## config.mk

```make
export PLATFORM = sky130hd
export DESIGN_NAME = i2cseq_top
export DESIGN_NICKNAME = d
export VERILOG_FILES = /design/src/rtl/i2cseq_pkg.sv /design/src/rtl/i2cseq_wdog.sv /design/src/rtl/i2cseq_rstpulse.sv /design/src/rtl/i2cseq_top.sv
export SDC_FILE = /design/constraint.sdc
export NUM_CORES = 1
export LEC_CHECK = 0
export ABC_CLOCK_PERIOD_IN_PS = 3100
export BUFFER_PORTS_ARGS = -buffer_cell sky130_fd_sc_hd__buf_2
export CAP_MARGIN = 5
export CORE_ASPECT_RATIO = 0.8
export CORE_MARGIN = 2
export CORE_UTILIZATION = 55
export DETAILED_ROUTE_END_ITERATION = 10
export PLACE_DENSITY = 0.8
export SYNTH_ARGS = -nofsm -noshare
export SYNTH_HDL_FRONTEND = slang
export SYNTH_SLANG_ARGS = --single-unit
```

## constraint.sdc

```tcl
create_clock -name clk -period 3.1 [get_ports clk]
set_clock_uncertainty 0.05 [all_clocks]
set_input_delay 0.155 -clock clk [delete_from_list [all_inputs] [get_ports clk]]
set_output_delay 0.155 -clock clk [all_outputs]
set_load 0.05 [all_outputs]
```

## src/rtl/i2cseq_pkg.sv

```systemverilog
package i2cseq_pkg;

    typedef enum logic [3:0] {
        PH_IDLE   = 4'd0,
        PH_DONE   = 4'd1,
        PH_FAILED = 4'd2,
        PH_BUSY   = 4'd3,
        PH_ADDR   = 4'd4,
        PH_SUB    = 4'd5,
        PH_READ   = 4'd6,
        PH_WRITE  = 4'd7,
        PH_HALT   = 4'd8
    } phase_e;

    typedef enum logic [2:0] {
        CPL_OK      = 3'd0,
        CPL_BUSERR  = 3'd1,
        CPL_STOPDET = 3'd2,
        CPL_TIMEOUT = 3'd3,
        CPL_REFUSED = 3'd4
    } cpl_e;

    function automatic logic ph_finished(phase_e p);
        return (p == PH_IDLE) || (p == PH_DONE) || (p == PH_FAILED);
    endfunction

    function automatic logic ph_on_bus(phase_e p);
        return (p == PH_ADDR) || (p == PH_SUB) || (p == PH_READ) || (p == PH_WRITE);
    endfunction

endpackage

```

## src/rtl/i2cseq_wdog.sv

```systemverilog
module i2cseq_wdog #(
    parameter int LIMIT = 1000
) (
    input  logic clk,
    input  logic rst,
    input  logic run,
    input  logic clear,
    output logic expired
);
    localparam int W = $clog2(LIMIT + 1);

    logic [W-1:0] cnt;

    always_ff @(posedge clk) begin
        if (rst || clear || !run) begin
            cnt <= '0;
        end else if (cnt != W'(LIMIT)) begin
            cnt <= cnt + 1'b1;
        end
    end

    assign expired = run && !clear && (cnt == W'(LIMIT));

    AST_WDOG_RANGE: assert property (@(posedge clk) disable iff (rst)
        cnt <= W'(LIMIT));

endmodule

```

## src/rtl/i2cseq_rstpulse.sv

```systemverilog
module i2cseq_rstpulse #(
    parameter int LEN = 4
) (
    input  logic clk,
    input  logic rst,
    input  logic start,
    output logic active
);
    localparam int W = $clog2(LEN + 1);

    logic [W-1:0] cnt;

    always_ff @(posedge clk) begin
        if (rst) begin
            cnt <= '0;
        end else if (start) begin
            cnt <= W'(LEN);
        end else if (cnt != '0) begin
            cnt <= cnt - 1'b1;
        end
    end

    assign active = (cnt != '0);

    AST_RST_FROM_START: assert property (@(posedge clk) disable iff (rst)
        $rose(active) |-> $past(start));

endmodule

```

## src/rtl/i2cseq_top.sv

```systemverilog
module i2cseq_top
    import i2cseq_pkg::*;
#(
    parameter int MAX_BYTES  = 8192,
    parameter int SUB_MAX    = 2,
    parameter int TIMEOUT    = 1000,
    parameter int RST_CYCLES = 4,
    localparam int CNT_W  = $clog2(MAX_BYTES + 1),
    localparam int SUBL_W = $clog2(SUB_MAX + 1),
    localparam int SUB_W  = 8 * SUB_MAX
) (
    input  logic              clk,
    input  logic              rst,
    input  logic              cmd_valid,
    output logic              cmd_ready,
    input  logic [6:0]        cmd_dev,
    input  logic [SUBL_W-1:0] cmd_sub_len,
    input  logic [SUB_W-1:0]  cmd_sub,
    input  logic              cmd_read,
    input  logic [CNT_W-1:0]  cmd_count,
    output logic              req_go,
    output logic [7:0]        req_data,
    output logic              req_start,
    output logic              req_stop,
    output logic              req_nak,
    output logic              req_rx,
    output logic              abort_o,
    output logic              unit_rst_o,
    input  logic              ev_done,
    input  logic              ev_nak,
    input  logic              ev_bus_err,
    input  logic              ev_stop_det,
    input  logic [7:0]        ev_rx_data,
    input  logic              unit_busy,
    input  logic              bus_busy,
    input  logic              mon_scl,
    input  logic              mon_sda,
    input  logic [7:0]        tx_data,
    output logic              tx_pop,
    output logic              rx_push,
    output logic [7:0]        rx_data,
    output logic              cpl_valid,
    output logic [2:0]        cpl_code,
    output logic [CNT_W-1:0]  cpl_count,
    output logic [3:0]        phase_o
);
    phase_e              phase;
    logic [6:0]          dev_r;
    logic [SUBL_W-1:0]   sub_left;
    logic [SUB_W-1:0]    sub_r;
    logic                rd_r;
    logic [CNT_W-1:0]    remain;
    logic [CNT_W-1:0]    xfer_cnt;
    logic [CNT_W-1:0]    req_cnt_r;
    logic                rst_done;

    logic                busy_any, ev_err, data_ev, bus_idle;
    logic                cont_data, ends_ok, tmo_hit, rst_go, rst_active;
    logic [CNT_W-1:0]    cnt_next;
    cpl_e                err_code;
    logic [SUB_W+2:0]    sub_shift;
    logic [7:0]          sub_byte;

    assign busy_any  = unit_busy | bus_busy;
    assign ev_err    = ev_bus_err | ev_stop_det;
    assign bus_idle  = mon_scl & mon_sda;
    assign data_ev   = ev_done && !ev_err && (phase == PH_READ || phase == PH_WRITE);
    assign cnt_next  = xfer_cnt + CNT_W'(data_ev);
    assign err_code  = ev_bus_err ? CPL_BUSERR : CPL_STOPDET;
    assign cmd_ready = ph_finished(phase);
    assign phase_o   = phase;

    // Next data step after addressing, or after a data byte that did not end the transfer.
    assign cont_data = ev_done && !ev_err &&
                       ((phase == PH_ADDR) ||
                        (phase == PH_SUB && sub_left == '0 && !rd_r) ||
                        (phase == PH_READ && !ev_nak && !bus_idle) ||
                        (phase == PH_WRITE && !ev_nak));
    assign ends_ok   = (ev_done && !ev_err &&
                        ((phase == PH_READ && (ev_nak || bus_idle)) ||
                         (phase == PH_WRITE && ev_nak))) ||
                       (cont_data && remain == '0);

    assign sub_shift = (SUB_W + 3)'(sub_r >> {sub_left - SUBL_W'(1), 3'b000});
    assign sub_byte  = sub_shift[7:0];

    assign rst_go = (phase == PH_BUSY) && !rst_active && busy_any && !rst_done;

    i2cseq_rstpulse #(.LEN(RST_CYCLES)) u_rst (
        .clk(clk), .rst(rst), .start(rst_go), .active(rst_active)
    );
    assign unit_rst_o = rst_active;

    i2cseq_wdog #(.LIMIT(TIMEOUT)) u_wdog (
        .clk(clk), .rst(rst),
        .run(ph_on_bus(phase) || phase == PH_HALT),
        .clear(ev_done || req_go || abort_o),
        .expired(tmo_hit)
    );

    always_ff @(posedge clk) begin
        req_go    <= 1'b0;
        req_start <= 1'b0;
        req_stop  <= 1'b0;
        req_nak   <= 1'b0;
        req_rx    <= 1'b0;
        tx_pop    <= 1'b0;
        rx_push   <= 1'b0;
        abort_o   <= 1'b0;
        cpl_valid <= 1'b0;
        if (rst) begin
            phase     <= PH_IDLE;
            dev_r     <= '0;
            sub_left  <= '0;
            sub_r     <= '0;
            rd_r      <= 1'b0;
            remain    <= '0;
            xfer_cnt  <= '0;
            req_cnt_r <= '0;
            rst_done  <= 1'b0;
            req_data  <= '0;
            rx_data   <= '0;
            cpl_code  <= '0;
            cpl_count <= '0;
        end else begin
            if (data_ev) xfer_cnt <= cnt_next;
            if (phase == PH_READ && ev_done && !ev_err) begin
                rx_push <= 1'b1;
                rx_data <= ev_rx_data;
            end
            case (phase)
                PH_IDLE, PH_DONE, PH_FAILED: begin
                    if (cmd_valid) begin
                        dev_r     <= cmd_dev;
                        sub_left  <= cmd_sub_len;
                        sub_r     <= cmd_sub;
                        rd_r      <= cmd_read;
                        remain    <= cmd_count;
                        req_cnt_r <= cmd_count;
                        xfer_cnt  <= '0;
                        rst_done  <= 1'b0;
                        phase     <= PH_BUSY;
                    end
                end
                PH_BUSY: begin
                    if (rst_go) begin
                        rst_done <= 1'b1;
                    end else if (!rst_active) begin
                        if (!busy_any) begin
                            req_go    <= 1'b1;
                            req_start <= 1'b1;
                            req_data  <= {dev_r, (sub_left != '0) ? 1'b0 : rd_r};
                            phase     <= (sub_left != '0) ? PH_SUB : PH_ADDR;
                        end else if (rst_done) begin
                            cpl_valid <= 1'b1;
                            cpl_code  <= CPL_REFUSED;
                            cpl_count <= '0;
                            phase     <= PH_FAILED;
                        end
                    end
                end
                PH_ADDR, PH_SUB, PH_READ, PH_WRITE: begin
                    if ((ev_done && ev_err) || (!ev_done && tmo_hit)) begin
                        cpl_valid <= 1'b1;
                        cpl_code  <= ev_done ? err_code : CPL_TIMEOUT;
                        cpl_count <= xfer_cnt;
                        if (unit_busy) begin
                            abort_o <= 1'b1;
                            phase   <= PH_HALT;
                        end else begin
                            phase   <= PH_FAILED;
                        end
                    end else if (ends_ok) begin
                        cpl_valid <= 1'b1;
                        cpl_code  <= CPL_OK;
                        cpl_count <= cnt_next;
                        phase     <= PH_DONE;
                    end else if (cont_data) begin
                        req_go   <= 1'b1;
                        remain   <= remain - 1'b1;
                        req_stop <= (remain == CNT_W'(1));
                        if (rd_r) begin
                            req_rx   <= 1'b1;
                            req_nak  <= (remain == CNT_W'(1));
                            req_data <= '0;
                            phase    <= PH_READ;
                        end else begin
                            req_data <= tx_data;
                            tx_pop   <= 1'b1;
                            phase    <= PH_WRITE;
                        end
                    end else if (ev_done && phase == PH_SUB && sub_left != '0) begin
                        req_go   <= 1'b1;
                        req_data <= sub_byte;
                        sub_left <= sub_left - 1'b1;
                    end else if (ev_done && phase == PH_SUB) begin
                        req_go    <= 1'b1;
                        req_start <= 1'b1;
                        req_data  <= {dev_r, 1'b1};
                        phase     <= PH_ADDR;
                    end
                end
                PH_HALT: begin
                    if (ev_done || tmo_hit) phase <= PH_IDLE;
                end
                default: phase <= PH_IDLE;
            endcase
        end
    end

    AST_LAST_RX_NAK: assert property (@(posedge clk) disable iff (rst)
        (req_go && req_rx) |-> (req_stop == req_nak));
    AST_START_NOT_RX: assert property (@(posedge clk) disable iff (rst)
        (req_go && req_start) |-> !req_rx);
    AST_CPL_PHASE: assert property (@(posedge clk) disable iff (rst)
        cpl_valid |-> (phase == PH_DONE || phase == PH_FAILED || phase == PH_HALT));
    AST_ERR_FAILS: assert property (@(posedge clk) disable iff (rst)
        (ev_done && ev_err && ph_on_bus(phase)) |=> (cpl_valid && cpl_code != CPL_OK));
    AST_HALT_EXIT: assert property (@(posedge clk) disable iff (rst)
        (phase == PH_HALT && ev_done) |=> (phase == PH_IDLE));
    AST_RST_IN_BUSY: assert property (@(posedge clk) disable iff (rst)
        unit_rst_o |-> (phase == PH_BUSY));
    AST_COUNT_LIMIT: assert property (@(posedge clk) disable iff (rst)
        cpl_valid |-> (cpl_count <= req_cnt_r));

endmodule

```

# == Word-level counts from Yosys, hierarchy flattened ==
# Index checks and enable logic that the tools add are counted.
# word_totals
wordCells,225
ff_bits,114
input_bits,67
output_inout_bits,48
# op_classes
shifts,1
eq_ne,29
mux,86
n_reduce_logical,73
bitwise,7
addsub,5
# ops
op,count
14-bit two-way mux,13
8-bit two-way mux,9
14-bit case mux with 2 select lines,2
4-bit two-way mux,12
1-bit two-way mux,27
3-bit two-way mux,8
"2-bit != test, second input constant",12
1-bit logical AND,23
1-bit logical OR,19
"4-bit by 3-bit == test with 1-bit output, second input constant",4
4-bit case mux with 4 select lines,1
8-bit case mux with 2 select lines,1
16-bit by 5-bit right shift with 8-bit output,1
14-bit by 1-bit adder with 14-bit output,1
"14-bit by 1-bit == test with 1-bit output, second input constant",1
14-bit logical NOT,1
2-bit two-way mux,7
7-bit AND reduction,2
"14-bit by 1-bit subtractor with 14-bit output, second input constant",1
6-bit AND reduction,2
"10-bit by 1-bit adder with 10-bit output, second input constant",1
"10-bit == test, second input constant",1
"10-bit != test, second input constant",1
"5-bit != test, second input constant",2
other kinds (27),49

# == Logic depth before layout (Yosys ltp) ==
# logic_depth
ltp_word,12
depth_mapped,14
depth_no_buf,11

# == By module ==
# A second synthesis with hierarchy kept.
# hier_totals
cells_unflattened,720
area_unflattened_um2,5750.5
# modules_own_cells
module,instances,cells_per_inst,area_per_inst_um2,seq_area_each_um2
i2cseq_top,1,645,5062.4,2021.9
i2cseq_wdog,1,57,518.0,200.2
i2cseq_rstpulse,1,18,170.2,60.1

# == Least setup slack after synthesis ==
# OpenSTA, ideal clock, no wires.
# synth_path
path_type,reg2reg
start,"register phase[2], in the netlist phase_o[2]"
end,register cpl_count[12]
setup_ps,127
synth_period_minus_slack_ps,3128
arrival_time_ps,2951
path_buffers,3
path_stages_with_launch,15
path_slack_ps,-28
path_cell_list,dfxtp_1 -> nor2b_1 -> clkbuf_1 -> nand3_1 -> inv_1 -> buf_2 -> ha_1 -> ha_1 -> and3_1 -> and3_1 -> and3_1 -> clkbuf_1 -> nand4_1 -> xor2_1 -> o2bb2ai_1
# synth_between
elab_chain_cells,11
word_cells_on_any_way,46
# synth_lines
element,line_no,rtl
from (decl),i2cseq_top.sv:47,phase_e phase;
from (signal assigned),i2cseq_top.sv:153,phase <= (sub_left != '0) ? PH_SUB : PH_ADDR;
branches (longest 11 deep; another with 14-bit by 1-bit adder with 14-bit output),n/a,
to (signal assigned),i2cseq_top.sv:166,cpl_count <= xfer_cnt;
to (signal assigned),i2cseq_top.sv:176,cpl_count <= cnt_next;
to (decl),i2cseq_top.sv:44,"output logic [CNT_W-1:0] cpl_count,"
# Parallel ways; which one is timed is not known. The select of a mux whose other input is x is not followed.
# A chain may end at the register's enable or synchronous reset.

# == Worst setup path in the final report ==
# layout_path
start,register remain[0]
end,register cpl_count[12]
# layout_between
elab_chain_cells,5
# layout_lines
element,line_no,rtl
from (decl),i2cseq_top.sv:52,logic [CNT_W-1:0] remain;
from (signal assigned),i2cseq_top.sv:138,remain <= cmd_count;
from (signal assigned),i2cseq_top.sv:180,remain <= remain - 1'b1;
14-bit logical NOT,i2cseq_top.sv:82,(cont_data && remain == '0);
1-bit logical AND,i2cseq_top.sv:82,
1-bit logical OR,i2cseq_top.sv:81,(phase == PH_WRITE && ev_nak))) ||
3-bit != test (no source line),n/a,
6-bit AND reduction (no source line),n/a,
# Every way passes these cells.

==> qor.csv <==
metric;value;unit
outcome;finished clean;
Crit Path Class;reg2reg;
WP data required;3.37;ns
setup tns final;0;ns
CORE AREA;9730;sq um
crit end category;flop;
final count of pins violating max slew;0;
EDFF count, synth;0;
via count;5567;
# rows;32;
Cell Pwr Density;576;nW/um^2
Synth Warn #;0;
Least-Margin Pin Slew;1.01;ns
CTS clk-pin slew, worst paths;0.06;ns
post-synthesis cell type count;65;
Final #Nets;891;
Startpoint Class;flop;
Worst Path Max Fanout;13;
antenna violation net count after detailed routing;0;
Vias/cell;5.78;
Seq/Total Area, Yosys;41.2;%
# fillers;731;
Worst VDD drop;480;uV
CTS root buf;clkbuf_16;
Final Cycle Share;91.7;%
TritonRoute pass-1 iters;6;
most common cell after layout, fill and taps aside;buf_2;
Finished Cell Area;7100;sq um
layout cell share with drive strength beyond 1;22.9;%
# IOs;115;
first-pass GRT wire length;25.8;mm
Syn Inst Count;680;
grt total ovfl;0;
initial antenna violation count;0;
Wirelength per Cell;16.6;um
largest cells by area after synthesis;dfxtp_1 41%, nand2_1 7.2%, a21oi_1 6.9%, nor2_1 4.1%, xor2_1 3.8%;
RePlAce Congestion;0.895;
Slew headroom;32.7;%
Setup-failing EPs final;0;
Yosys reg bits;114;
drt total wl;16.0;mm
placed cell areas;6190;sq um
Top FF cell, synth;dfxtp_1;
DR iter-0 viols;478;
die height;93.8;um
HP Class;in2reg;
Critical Path AT;3.12;ns
commonest non-fill, non-tap cells in the layout;114 x buf_2, 113 x dfxtp_1, 106 x nand2_1, 76 x a21oi_1, 60 x nor2_1;
Diodes inserted;0;
Post-Syn Nets;757;
pin count of the biggest net entering global routing;43;
CTS tree;yes;
IO Port Bufs;114;
Async SR Flop Fraction;0;%
area fraction of the dominant cell type after synthesis;41.2;%
clock latency on the worst-skew pair;0.40;ns
minimum clock period after layout;2.84;ns
total track usage;30.3;%
fmax;0.352;GHz
final count of hold timing violations;0;
H-tree lvl count;4;
die area;10900;sq um
non-filler instance count after layout;963;
DRC violations left;0;
initial core utilization;57.0;%
Detail Placement HPWL;10.4;mm
total CTS buffers;17;
Layout Area Growth over Synthesis;28.0;%
placed cell count;898;
post-synthesis instance area;5550;sq um
syn avg cell area;8.15;sq um
Die W;116;um
unrepaired setup endpoints after global routing;no;
Post CTS Setup Buffer Count;0;
vias in the first global route;5340;
Synth area leader;dfxtp_1;
worst-case clock buffer depth;2;
MaxCap Viol Count;0;
overall power;0.00409;W
Leak;2.86;nW
clock sink count;114;
[through the flow]
step                hold WS, ns  utilization (%)  setup WS, ns
floorplan                 0.241                -         0.178
global placement          0.345             63.6         0.517
detailed placement        0.352             63.6         0.349
CTS                      0.0267             72.9         0.298
global route             0.0216             72.9        0.0561
finish                   0.0326             72.9         0.257
[final cells by class]
class                   instances  area (sq um)  area share [%]
multi-input cells             507          3020            42.6
clock buffers                  22           464            6.54
well taps                     136           170            2.40
inverters                      15          56.3           0.794
clock inverters                10           109            1.53
flip-flops and latches        114          2280            32.2
repair buffers                159           991            14.0
[cell families (layout without fill, tap and decap cells)]
| family | Yosys count | after routing | share of synthesized area (%) |
|---|---|---|---|
| flip-flops | 114 | 114 | 41.2 |
| AO/OA/AOI/OAI | 160 | 160 | 19.4 |
| AND/OR/NAND/NOR | 298 | 298 | 26.4 |
| multiplexers | 10 | 10 | 1.92 |
| buffers and inverters | 59 | 206 | 4.35 |
| adder cells (fa/ha/maj) | 10 | 10 | 2.26 |
| XOR/XNOR | 29 | 29 | 4.58 |
[layer usage]
| metal | GRT usage [%] | share of wire (%) | wire, um |
|---|---|---|---|
| met5 | 0 | 0 | 0 |
| met4 | 9.82 | 1.8 | 293 |
| met3 | 7.81 | 9.0 | 1430 |
| met2 | 49.6 | 47 | 7560 |
| met1 | 38.9 | 42 | 6700 |
[cell usage after synthesis, drive strengths merged, types with 11 or more instances]
master / n
buf: 13
dfxtp: 114
o21ai: 22
o2bb2ai: 13
nor3: 31
and3: 11
inv: 15
clkbuf: 31
a21oi: 78
xor2: 24
nand2b: 11
a211oi: 11
nand3: 20
nand2: 106
nor2: 60
[power by group]
group / leakage (nW) / total (W) / internal, W / switching [W]
clock network: 0.280 / 0.00189 / 0.00122 / 0.000669
registers: 0.927 / 0.00159 / 0.00153 / 0.0000570
logic: 1.65 / 0.000609 / 0.000231 / 0.000378
total: 2.86 / 0.00409 / 0.00298 / 0.00110
[path summary, 6_finish.rpt]
path | start | to | slack (ns) | depth (start not counted)
setup / recovery | remain[0] | cpl_count[12] | 0.26 | 8
hold / removal | cmd_count[0] | remain[0] | 0.03 | 3
setup reg to reg | remain[0] | cpl_count[12] | 0.26 | 8
hold reg to reg | rx_data[6] | rx_data[6] | 0.40 | 2
[critical path, stage by stage, from the launching register on]
cell       delay (ns)
dfxtp_1          0.43
inv_1            0.10
ha_1             0.19
or3b_2           0.21
nor4_4           0.05
o21ai_2          0.31
o211a_1          0.37
nor2b_1          0.84
o2bb2ai_1        0.21
[state kept, by name (all words and copies together), names as in the netlist, 2 cells and up]
register    count
rx_data         8
remain         14
dev_r           7
u_rst.cnt       3
sub_left        2
cpl_code        3
u_wdog.cnt     10
xfer_cnt       14
req_data        8
phase_o         4
cpl_count      14
sub_r          16
[repair_timing]
| item | 4_1_cts | 5_1_grt |
|---|---|---|
| hold endpoints to repair | 33 | 0 |
| resized for setup | 0 | 0 |
| hold buffers | 33 | 0 |
Note: power is estimated with default switching activity, not from simulation.
